**src/rtl/csel_est_pkg.sv**
```systemverilog
package csel_est_pkg;

  typedef enum logic [1:0] {
    ST_IDLE = 2'd0,
    ST_SCAN = 2'd1,
    ST_FIN  = 2'd2
  } scan_st_e;

endpackage

```
**src/rtl/csel_blk_prof.sv**
```systemverilog
// Per-block profile: carry configuration, unresolved flag and longest
// internal run of propagating bits.
module csel_blk_prof #(
  parameter int M  = 2,
  parameter int SW = 2
) (
  input  logic [M-1:0]  blk_i,
  output logic [SW-1:0] sigma_o,
  output logic [SW-1:0] run_max_o,
  output logic          unres_o
);

  logic [SW-1:0] sig_acc;
  logic          halted;
  logic [SW-1:0] cur_run;
  logic [SW-1:0] best_run;

  always_comb begin
    sig_acc = SW'(1);
    halted  = 1'b0;
    for (int i = M - 1; i >= 0; i--) begin
      if (!halted) begin
        if (blk_i[i]) sig_acc = sig_acc + SW'(1);
        else          halted  = 1'b1;
      end
    end
  end

  always_comb begin
    cur_run  = '0;
    best_run = '0;
    for (int i = 0; i < M; i++) begin
      if (blk_i[i]) cur_run = cur_run + SW'(1);
      else          cur_run = '0;
      if (cur_run > best_run) best_run = cur_run;
    end
  end

  assign sigma_o   = sig_acc;
  assign run_max_o = best_run;
  assign unres_o   = (sig_acc == SW'(M + 1));

endmodule

```
**src/rtl/csel_setup_rule.sv**
```systemverilog
// Carry-selection setup of one block from its position and neighbour.
module csel_setup_rule #(
  parameter int M  = 2,
  parameter int SW = 2,
  parameter int TW = 5
) (
  input  logic [SW-1:0] sigma_i,
  input  logic          unres_i,
  input  logic          next_unres_i,
  input  logic          is_first_i,
  input  logic          is_last_i,
  output logic [TW-1:0] setup_o
);

  logic          short_lead;
  logic [TW-1:0] sig_w;

  assign sig_w      = TW'(sigma_i);
  assign short_lead = (sigma_i < SW'(M)) && next_unres_i;

  always_comb begin
    if (is_first_i) begin
      setup_o = (short_lead || unres_i) ? TW'(M) : sig_w;
    end else if (unres_i) begin
      setup_o = '0;
    end else if (is_last_i) begin
      setup_o = sig_w + TW'(1);
    end else begin
      setup_o = short_lead ? TW'(M) : (sig_w + TW'(1));
    end
  end

endmodule

```
**src/rtl/csel_scan_core.sv**
```systemverilog
// Walks the blocks from the top one down to block 1, one per clock, and
// accumulates the two maxima that form the result.
module csel_scan_core
  import csel_est_pkg::*;
#(
  parameter int N  = 16,
  parameter int M  = 2,
  parameter int SW = 2,
  parameter int TW = 5
) (
  input  logic          clk,
  input  logic          rst,
  input  logic          valid_i,
  input  logic [N-1:0]  prop_i,
  output logic [M-1:0]  blk_o,
  output logic          is_first_o,
  output logic          is_last_o,
  output logic          next_unres_o,
  input  logic          unres_i,
  input  logic [SW-1:0] run_max_i,
  input  logic [TW-1:0] setup_i,
  output logic          ready_o,
  output logic [TW-1:0] delay_o
);

  localparam int H  = N / M;
  localparam int HW = $clog2(H + 1);

  scan_st_e      state_q;
  logic [N-1:0]  preg_q;
  logic [HW-1:0] idx_q;
  logic [TW-1:0] chain_q;
  logic [TW-1:0] max_a_q;
  logic [TW-1:0] max_cs_q;

  logic [TW-1:0] a_term;
  logic [TW-1:0] cs_term;
  logic          upper_unres;

  assign blk_o        = preg_q[N-1 -: M];
  assign is_first_o   = (idx_q == HW'(1));
  assign is_last_o    = (idx_q == HW'(H));
  assign next_unres_o = (chain_q != '0);

  assign upper_unres = unres_i && !is_first_o;
  assign a_term      = TW'(run_max_i) + TW'(2);
  assign cs_term     = upper_unres ? '0 : (chain_q + setup_i);

  always_ff @(posedge clk) begin
    if (rst) begin
      state_q  <= ST_IDLE;
      preg_q   <= '0;
      idx_q    <= '0;
      chain_q  <= '0;
      max_a_q  <= '0;
      max_cs_q <= '0;
      ready_o  <= 1'b0;
      delay_o  <= '0;
    end else begin
      ready_o <= 1'b0;
      unique case (state_q)
        ST_IDLE: begin
          if (valid_i) begin
            preg_q   <= prop_i;
            idx_q    <= HW'(H);
            chain_q  <= '0;
            max_a_q  <= '0;
            max_cs_q <= '0;
            state_q  <= ST_SCAN;
          end
        end
        ST_SCAN: begin
          if (a_term > max_a_q)   max_a_q  <= a_term;
          if (cs_term > max_cs_q) max_cs_q <= cs_term;
          chain_q <= upper_unres ? (chain_q + TW'(1)) : '0;
          preg_q  <= preg_q << M;
          idx_q   <= idx_q - HW'(1);
          if (is_first_o) state_q <= ST_FIN;
        end
        ST_FIN: begin
          delay_o <= TW'(2) + ((max_a_q > max_cs_q) ? max_a_q : max_cs_q);
          ready_o <= 1'b1;
          state_q <= ST_IDLE;
        end
        default: state_q <= ST_IDLE;
      endcase
    end
  end

endmodule

```
**src/rtl/csel_time_est.sv**
```systemverilog
module csel_time_est #(
  parameter  int N  = 16,
  parameter  int M  = 2,
  localparam int H  = N / M,
  localparam int SW = $clog2(M + 2),
  localparam int TW = $clog2(M + H + 5) + 1
) (
  input  logic          clk,
  input  logic          rst,
  input  logic          valid_i,
  input  logic [N-1:0]  prop_i,
  output logic          ready_o,
  output logic [TW-1:0] delay_o
);

  logic [M-1:0]  blk;
  logic          is_first;
  logic          is_last;
  logic          next_unres;
  logic [SW-1:0] sigma;
  logic [SW-1:0] run_max;
  logic          unres;
  logic [TW-1:0] setup;

  csel_blk_prof #(.M(M), .SW(SW)) u_prof (
    .blk_i     (blk),
    .sigma_o   (sigma),
    .run_max_o (run_max),
    .unres_o   (unres)
  );

  csel_setup_rule #(.M(M), .SW(SW), .TW(TW)) u_setup (
    .sigma_i      (sigma),
    .unres_i      (unres),
    .next_unres_i (next_unres),
    .is_first_i   (is_first),
    .is_last_i    (is_last),
    .setup_o      (setup)
  );

  csel_scan_core #(.N(N), .M(M), .SW(SW), .TW(TW)) u_core (
    .clk          (clk),
    .rst          (rst),
    .valid_i      (valid_i),
    .prop_i       (prop_i),
    .blk_o        (blk),
    .is_first_o   (is_first),
    .is_last_o    (is_last),
    .next_unres_o (next_unres),
    .unres_i      (unres),
    .run_max_i    (run_max),
    .setup_i      (setup),
    .ready_o      (ready_o),
    .delay_o      (delay_o)
  );

endmodule

```
**config.mk**
```make
export PLATFORM = sky130hd
export DESIGN_NAME = csel_time_est
export DESIGN_NICKNAME = d
export VERILOG_FILES = /design/src/rtl/csel_est_pkg.sv /design/src/rtl/csel_blk_prof.sv /design/src/rtl/csel_setup_rule.sv /design/src/rtl/csel_scan_core.sv /design/src/rtl/csel_time_est.sv
export SDC_FILE = /design/constraint.sdc
export NUM_CORES = 1
export LEC_CHECK = 0
export ABC_AREA = 1
export BUFFER_PORTS_ARGS = -buffer_cell sky130_fd_sc_hd__buf_2
export CAP_MARGIN = 10
export CORE_MARGIN = 4
export CORE_UTILIZATION = 55
export CTS_BUF_LIST = sky130_fd_sc_hd__clkbuf_4 sky130_fd_sc_hd__clkbuf_8 sky130_fd_sc_hd__clkbuf_16
export CTS_CLUSTER_DIAMETER = 120
export CTS_CLUSTER_SIZE = 12
export DETAILED_ROUTE_END_ITERATION = 8
export PLACE_DENSITY = 0.84
export SETUP_SLACK_MARGIN = 0.5
export SKIP_LAST_GASP = 1
export SLEW_MARGIN = 10
export SYNTH_ARGS = -nofsm -noshare
export SYNTH_HDL_FRONTEND = slang
export SYNTH_HIERARCHICAL = 1
export SYNTH_SLANG_ARGS = --single-unit
```
**constraint.sdc**
```tcl
create_clock -name clk -period 3.9 [get_ports clk]
set_input_delay 0.975 -clock clk [delete_from_list [all_inputs] [get_ports clk]]
set_output_delay 0.975 -clock clk [all_outputs]
set_load 0.02 [all_outputs]
```
* After elaboration in Yosys (flattened, before gate mapping)
Cells that the tools add are included.
Operators by class: multiplexer cells 29, reductions and logical operators 11, add/subtract/negate cells 8, order comparisons 6, eq/ne operators 9
Operators by type and width (number):
- 5-bit 2-to-1 mux | 10
- 16-bit one-hot mux with 2 select lines | 1
- 5-bit one-hot mux with 2 select lines | 3
- 16-bit 2-to-1 mux | 1
- 2-bit 2-to-1 mux | 8
- 5-bit greater-than comparator | 3
- 4-bit one-hot mux with 2 select lines | 1
- 2-bit by 1-bit inequality test with 1-bit output (second input constant) | 3
- 3-bit AND reduction | 2
- 2-bit by 5-bit adder with 5-bit output (first input constant) | 1
- 5-bit by 1-bit adder with 5-bit output (second input constant) | 1
- 5-bit adder | 1
- 5-bit nonzero test | 1
- 2-bit == test (second input constant) | 2
- 4-bit by 1-bit == test with 1-bit output (second input constant) | 1
- 4-bit == test (second input constant) | 1
- 4-bit 2-to-1 mux | 1
- 2-bit one-hot mux with 2 select lines | 1
- 2-bit AND reduction | 2
- 4-bit by 1-bit subtractor with 4-bit output (second input constant) | 1
- 2-bit by 1-bit adder with 3-bit output (second input constant) | 1
- 2-bit by 2-bit adder with 3-bit output (second input constant) | 1
- 1-bit 2-to-1 mux | 3
- 1-bit by 1-bit adder with 2-bit output (second input constant) | 1
- 11 further kinds | 12
Word-level totals: output and inout bits 6, logic and storage cells 71, bits in registers 43

* Logic depth before layout (Yosys ltp)
depth in word-level cells 15, depth in mapped cells 26, mapped depth without buffers 26

* By module
The synthesis kept the hierarchy.
By module, submodules not included:
- csel_scan_core | area each 2456.1 µm², cells each 312, instances 1
- csel_setup_rule | area each 108.9 µm², cells each 21, instances 1
- csel_blk_prof | area each 62.6 µm², cells each 8, instances 1

* Worst setup path before layout
No wires, ideal clock.
path kind reg2reg, from register u_core.preg_q[14], to register u_core.max_cs_q[1], period minus slack after synthesis 2.993 ns, data arrival time 2.876 ns, required time 3.783 ns, setup time 0.117 ns, cell stages (with the launch flop) 26, slack 0.907 ns, cells stage by stage dfxtp_1 > buf_4 > inv_1 > ha_1 > nor2_2 > ha_1 > inv_1 > nand2_1 > nand2_1 > nand2_1 > inv_1 > fa_1 > inv_1 > nand3_1 > nand2_1 > nand2_1 > nand2_1 > nor2_2 > ha_1 > nand4_1 > o211ai_1 > nand2_1 > nand2_2 > nand2_1 > o21ai_0 > nor2_1
Between the ends: longest elaborated chain between the ends 13
Ends and longest elaborated chain:
- start, declared | line csel_scan_core.sv:30 | logic [N-1:0] preg_q;
- start signal, assigned | line csel_scan_core.sv:64 | preg_q <= prop_i;
- start signal, assigned | line csel_scan_core.sv:76 | preg_q <= preg_q << M;
- 2-bit 2-to-1 mux * | line csel_blk_prof.sv:23 | if (blk_i[i]) sig_acc = sig_acc + SW'(1);
- 2-bit 2-to-1 mux * | line csel_blk_prof.sv:22 | if (!halted) begin
- named net sigma[1] | line csel_time_est.sv:20 | logic [SW-1:0] sigma;
- 2-bit < comparator | line csel_setup_rule.sv:19 | assign short_lead = (sigma_i < SW'(M)) && next_unres_i;
- 1-bit logical AND | line csel_setup_rule.sv:19
- 5-bit 2-to-1 mux | line csel_setup_rule.sv:29 | setup_o = short_lead ? TW'(M) : (sig_w + TW'(1));
- 5-bit 2-to-1 mux | line csel_setup_rule.sv:26 | end else if (is_last_i) begin
- 5-bit 2-to-1 mux | line csel_setup_rule.sv:24 | end else if (unres_i) begin
- 5-bit 2-to-1 mux * | line csel_setup_rule.sv:22 | if (is_first_i) begin
- named net setup[1] | line csel_time_est.sv:23 | logic [TW-1:0] setup;
- 5-bit adder * | line csel_scan_core.sv:47 | assign cs_term = upper_unres ? '0 : (chain_q + setup_i);
- 5-bit 2-to-1 mux * | line csel_scan_core.sv:47
- 5-bit greater-than comparator | line csel_scan_core.sv:74 | if (cs_term > max_cs_q) max_cs_q <= cs_term;
- 2-bit by 1-bit inequality test with 1-bit output (no source line)
- 3-bit AND reduction (no source line)
- end signal, assigned | line csel_scan_core.sv:74
- end, declared | line csel_scan_core.sv:34 | logic [TW-1:0] max_cs_q;
Mark *: on every way through the listed nets, which the timed path passes. The rest lies on a longest branch. The select of a mux whose other input is x is not followed. A chain may end at the register's enable or synchronous reset.

* Worst setup path in the final report
from register u_core.chain_q[0], to register u_core.max_cs_q[2]
Between the ends: longest elaborated chain between the ends 11
Ends and longest elaborated chain:
- start, declared | line csel_scan_core.sv:32 | logic [TW-1:0] chain_q;
- start signal, assigned | line csel_scan_core.sv:75 | chain_q <= upper_unres ? (chain_q + TW'(1)) : '0;
- 5-bit nonzero test * | line csel_scan_core.sv:43 | assign next_unres_o = (chain_q != '0);
- named net next_unres | line csel_time_est.sv:19 | logic next_unres;
- 1-bit logical AND * | line csel_setup_rule.sv:19
- 5-bit 2-to-1 mux | line csel_setup_rule.sv:29
- 5-bit 2-to-1 mux | line csel_setup_rule.sv:26
- 5-bit 2-to-1 mux | line csel_setup_rule.sv:24
- 5-bit 2-to-1 mux * | line csel_setup_rule.sv:22
- named net setup[0] | line csel_time_est.sv:23
- 5-bit adder * | line csel_scan_core.sv:47
- 5-bit 2-to-1 mux * | line csel_scan_core.sv:47
- 5-bit greater-than comparator | line csel_scan_core.sv:74
- 2-bit by 1-bit inequality test with 1-bit output (no source line)
- 3-bit AND reduction (no source line)
Marked as above.

==> metrics.md <==
| Metric | Value |
|---|---|
| Element type at the critical path start | `register` |
| Final wirelength | `5659 µm` |
| Leading post-synthesis cells by cell area | `dfxtp_1 31%, ha_1 12%, nand2_1 8.1%` |
| Crit. End Element | `register` |
| Setup Skew | `0.002765 ns` |
| GP Congestion | `0.8098` |
| Area of the multi-input gates | `1541 µm²` |
| Nets | `410` |
| Largest net degree at the start of global routing | `37` |
| DRC | `0` |
| DRT antenna net count | `0` |
| Crit Path Max Fanout | `5` |
| Cell Pwr Density | `412.0 nW/µm²` |
| Pins over their slew limit | `0` |
| Register area share after synthesis | `0.3124` |
| Critical path arrival | `3.42 ns` |
| Root Driver | `clkbuf_8` |
| Design area | `2900 µm²` |
| Max-Cap Viols | `0` |
| Final HPWL DP | `3943 µm` |
| Initial antenna violation count | `0` |
| Outcome | `complete, no violations` |
| Fmax | `309.6 MHz` |
| Die height | `77.12 µm` |
| CTS sink cnt | `41` |
| Slew @ Worst Pin | `0.8273 ns` |
| Io pins | `25` |
| CTS tree | `done` |
| # setup viols final | `0` |
| CTS Buffer Depth | `2` |
| TNS Setup | `0 ns` |
| Dominant cell type by area after synthesis | `dfxtp_1` |
| Initial Util | `0.5872` |
| Seq. cell area | `825.8 µm²` |
| H-tree Lvls | `2` |
| Worst-path clk slew | `0.08 ns` |
| Grt ovf | `0` |
| Full die area | `5947 µm²` |
| EDFF count, synth | `0` |
| Worst hold path class | `register to register` |
| Routed vias/inst | `5.463` |
| CTS Hold Buffers Added | `0` |
| Synth cell types | `41` |
| RSZ-0062 raised after global routing | `false` |
| First-pass GRT wire length | `9363 µm` |
| Fin crit share | `0.8282` |
| Layout cell share with drive strength beyond 1 | `0.2493` |
| Prevailing post-synth register cell | `dfxtp_1` |
| Final Hold Viols | `0` |
| Row count | `24` |
| Number of buffers added on ports | `24` |
| Worst setup path category | `register to register` |
| Crit path required time | `4.09 ns` |
| Min cycle time layout | `3.230 ns` |
| Detailed-route wire length per cell | `13.57 µm` |
| TritonCTS Buffers | `5` |
| # diodes | `0` |
| Fraction of registers with async set or reset after synthesis | `0` |
| Syn Area/Cell | `7.705 µm²` |
| Leakage power | `0.001315 µW` |
| Die W | `77.12 µm` |
| DR iter-0 viols | `116` |
| Fillers | `363` |
| Placed Area | `2709 µm²` |
| Synth top area share | `0.3124` |
| Warnings from Yosys | `6` |
| Syn Std Cell Area | `2628 µm²` |
| Count of state elements after synthesis | `41` |
| GRT Util Overall | `0.1897` |
| Core Area | `4474 µm²` |
| First-pass detailed-route iteration total | `4` |
| Relative slew slack | `0.4478` |
| Worst vdd ir | `0.2386 mV` |
| Number of global-route vias before repair | `2201` |
| Gate Count Post-Synth | `341` |
| Via Count | `2278` |
| Worst-Skew Late Latency | `0.30 ns` |
| Area Overhead vs Synth | `10.38%` |
-- Yosys cell counts, drive strengths merged (2+ instances only) --
cell type  instances
nand2             66
inv               55
dfxtp             41
nor2              36
o21ai             31
ha                25
nand3             20
a21oi             15
buf               13
o22ai             12
nand4              5
o211ai             5
nor3               3
xor2               3
o32ai              2
or2                2
-- area by class of cell --
| cell class | count | share of cell area |
|---|---|---|
| inverters | 55 | 0.07377 |
| clock buffers | 5 | 0.02373 |
| repair buffers | 28 | 0.05177 |
| flip-flops and latches | 41 | 0.2847 |
| multi-input cells | 234 | 0.5315 |
| clock inverters | 2 | 0.01208 |
| well taps | 52 | 0.02243 |
-- through the flow --
step                      utilization  cells  power, µW  hold WS, ns  setup WS (ns)
after floorplan                     -    342      772.9       0.4473         0.9068
after global placement         0.6054    405      816.9       0.4633         0.8093
after detailed placement       0.6054    405      832.2       0.4672         0.6595
after CTS                      0.6286    412       1161       0.4788         0.6214
after global routing           0.6482    417       1269       0.4948         0.4290
final                          0.6482    417       1195       0.4746         0.6699
-- registers in the layout, summed over array words and instances (netlist names) --
signal,cells
u_core/state_q,2
u_core/idx_q,4
u_core/ready_o,1
u_core/delay_o,5
u_core/chain_q,5
u_core/max_a_q,3
u_core/preg_q,16
u_core/max_cs_q,5
-- final timing paths --
check | depth (start not counted) | endpoint | slack, ns | startpoint
max reg2reg | 22 | u_core/max_cs_q[2] | 0.67 | u_core/chain_q[0]
max | 22 | u_core/max_cs_q[2] | 0.67 | u_core/chain_q[0]
min | 1 | u_core/idx_q[0] | 0.47 | u_core/idx_q[0]
min reg2reg | 1 | u_core/idx_q[0] | 0.47 | u_core/idx_q[0]
-- power breakdown --
part	leakage, µW	internal (µW)	total, µW	switching [µW]
sequential	0.000338	459	488	29.1
combinational	0.000924	144	375	232
clock	0.0000540	186	332	146
total	0.00132	788	1190	407
-- routing by layer --
metal	routed length [µm]	track usage
met1	2480	0.2230
met5	0	0
met2	2837	0.3368
met3	233	0.03864
met4	108	0.07117
-- kinds of logic (layout without fill, tap and decap cells) --
kind of cell,Yosys count,count (layout),synth area share
AND/OR/NAND/NOR,133,134,0.2481
AO/OA/AOI/OAI,68,68,0.1757
buffers and inverters,68,90,0.1224
flip-flops,41,41,0.3124
adder cells (fa/ha/maj),26,26,0.1267
XOR/XNOR,4,4,0.01334
other,1,2,0.001427
-- layout by cell type, fill, tap and decap left out, types with 2 or more instances in the layout --
| cell | instances |
|---|---|
| xor2_1 | 3 |
| nand2_4 | 5 |
| nor3_1 | 2 |
| nand2_2 | 6 |
| inv_1 | 44 |
| conb_1 | 2 |
| nand4_1 | 4 |
| buf_2 | 24 |
| nor2_4 | 3 |
| buf_4 | 4 |
| dfxtp_2 | 4 |
| clkbuf_8 | 5 |
| dfxtp_1 | 37 |
| o22ai_2 | 10 |
| o22ai_1 | 2 |
| ha_4 | 2 |
| nor2_2 | 5 |
| o21ai_1 | 4 |
| nor2_1 | 28 |
| a21oi_1 | 14 |
| o21ai_0 | 27 |
| ha_1 | 23 |
| nand2_1 | 55 |
| inv_2 | 9 |
| o211ai_1 | 4 |
| nand3_1 | 19 |
-- worst max-delay path, cell delays in order (launching register included) --
cell and delay, ns:
dfxtp_2 0.34, inv_1 0.11, ha_1 0.16, nand3_1 0.13, nand2_1 0.13, nand4_1 0.09, nand2_1 0.09, ha_1 0.16
inv_1 0.06, fa_2 0.33, inv_1 0.07, nand3_1 0.06, nand2_1 0.09, or2_1 0.10, nand2_1 0.06, nor2_2 0.18
ha_4 0.24, a21oi_2 0.15, o211ai_1 0.12, nand2_2 0.13, nand2_2 0.10, o21ai_0 0.18, nor2_1 0.05
-- repair_timing --
action                     CTS  global route
buffers inserted             0             4
setup endpoints to repair    0             5
gates resized for setup      0            18
Note: power is estimated with default switching activity, not from simulation.
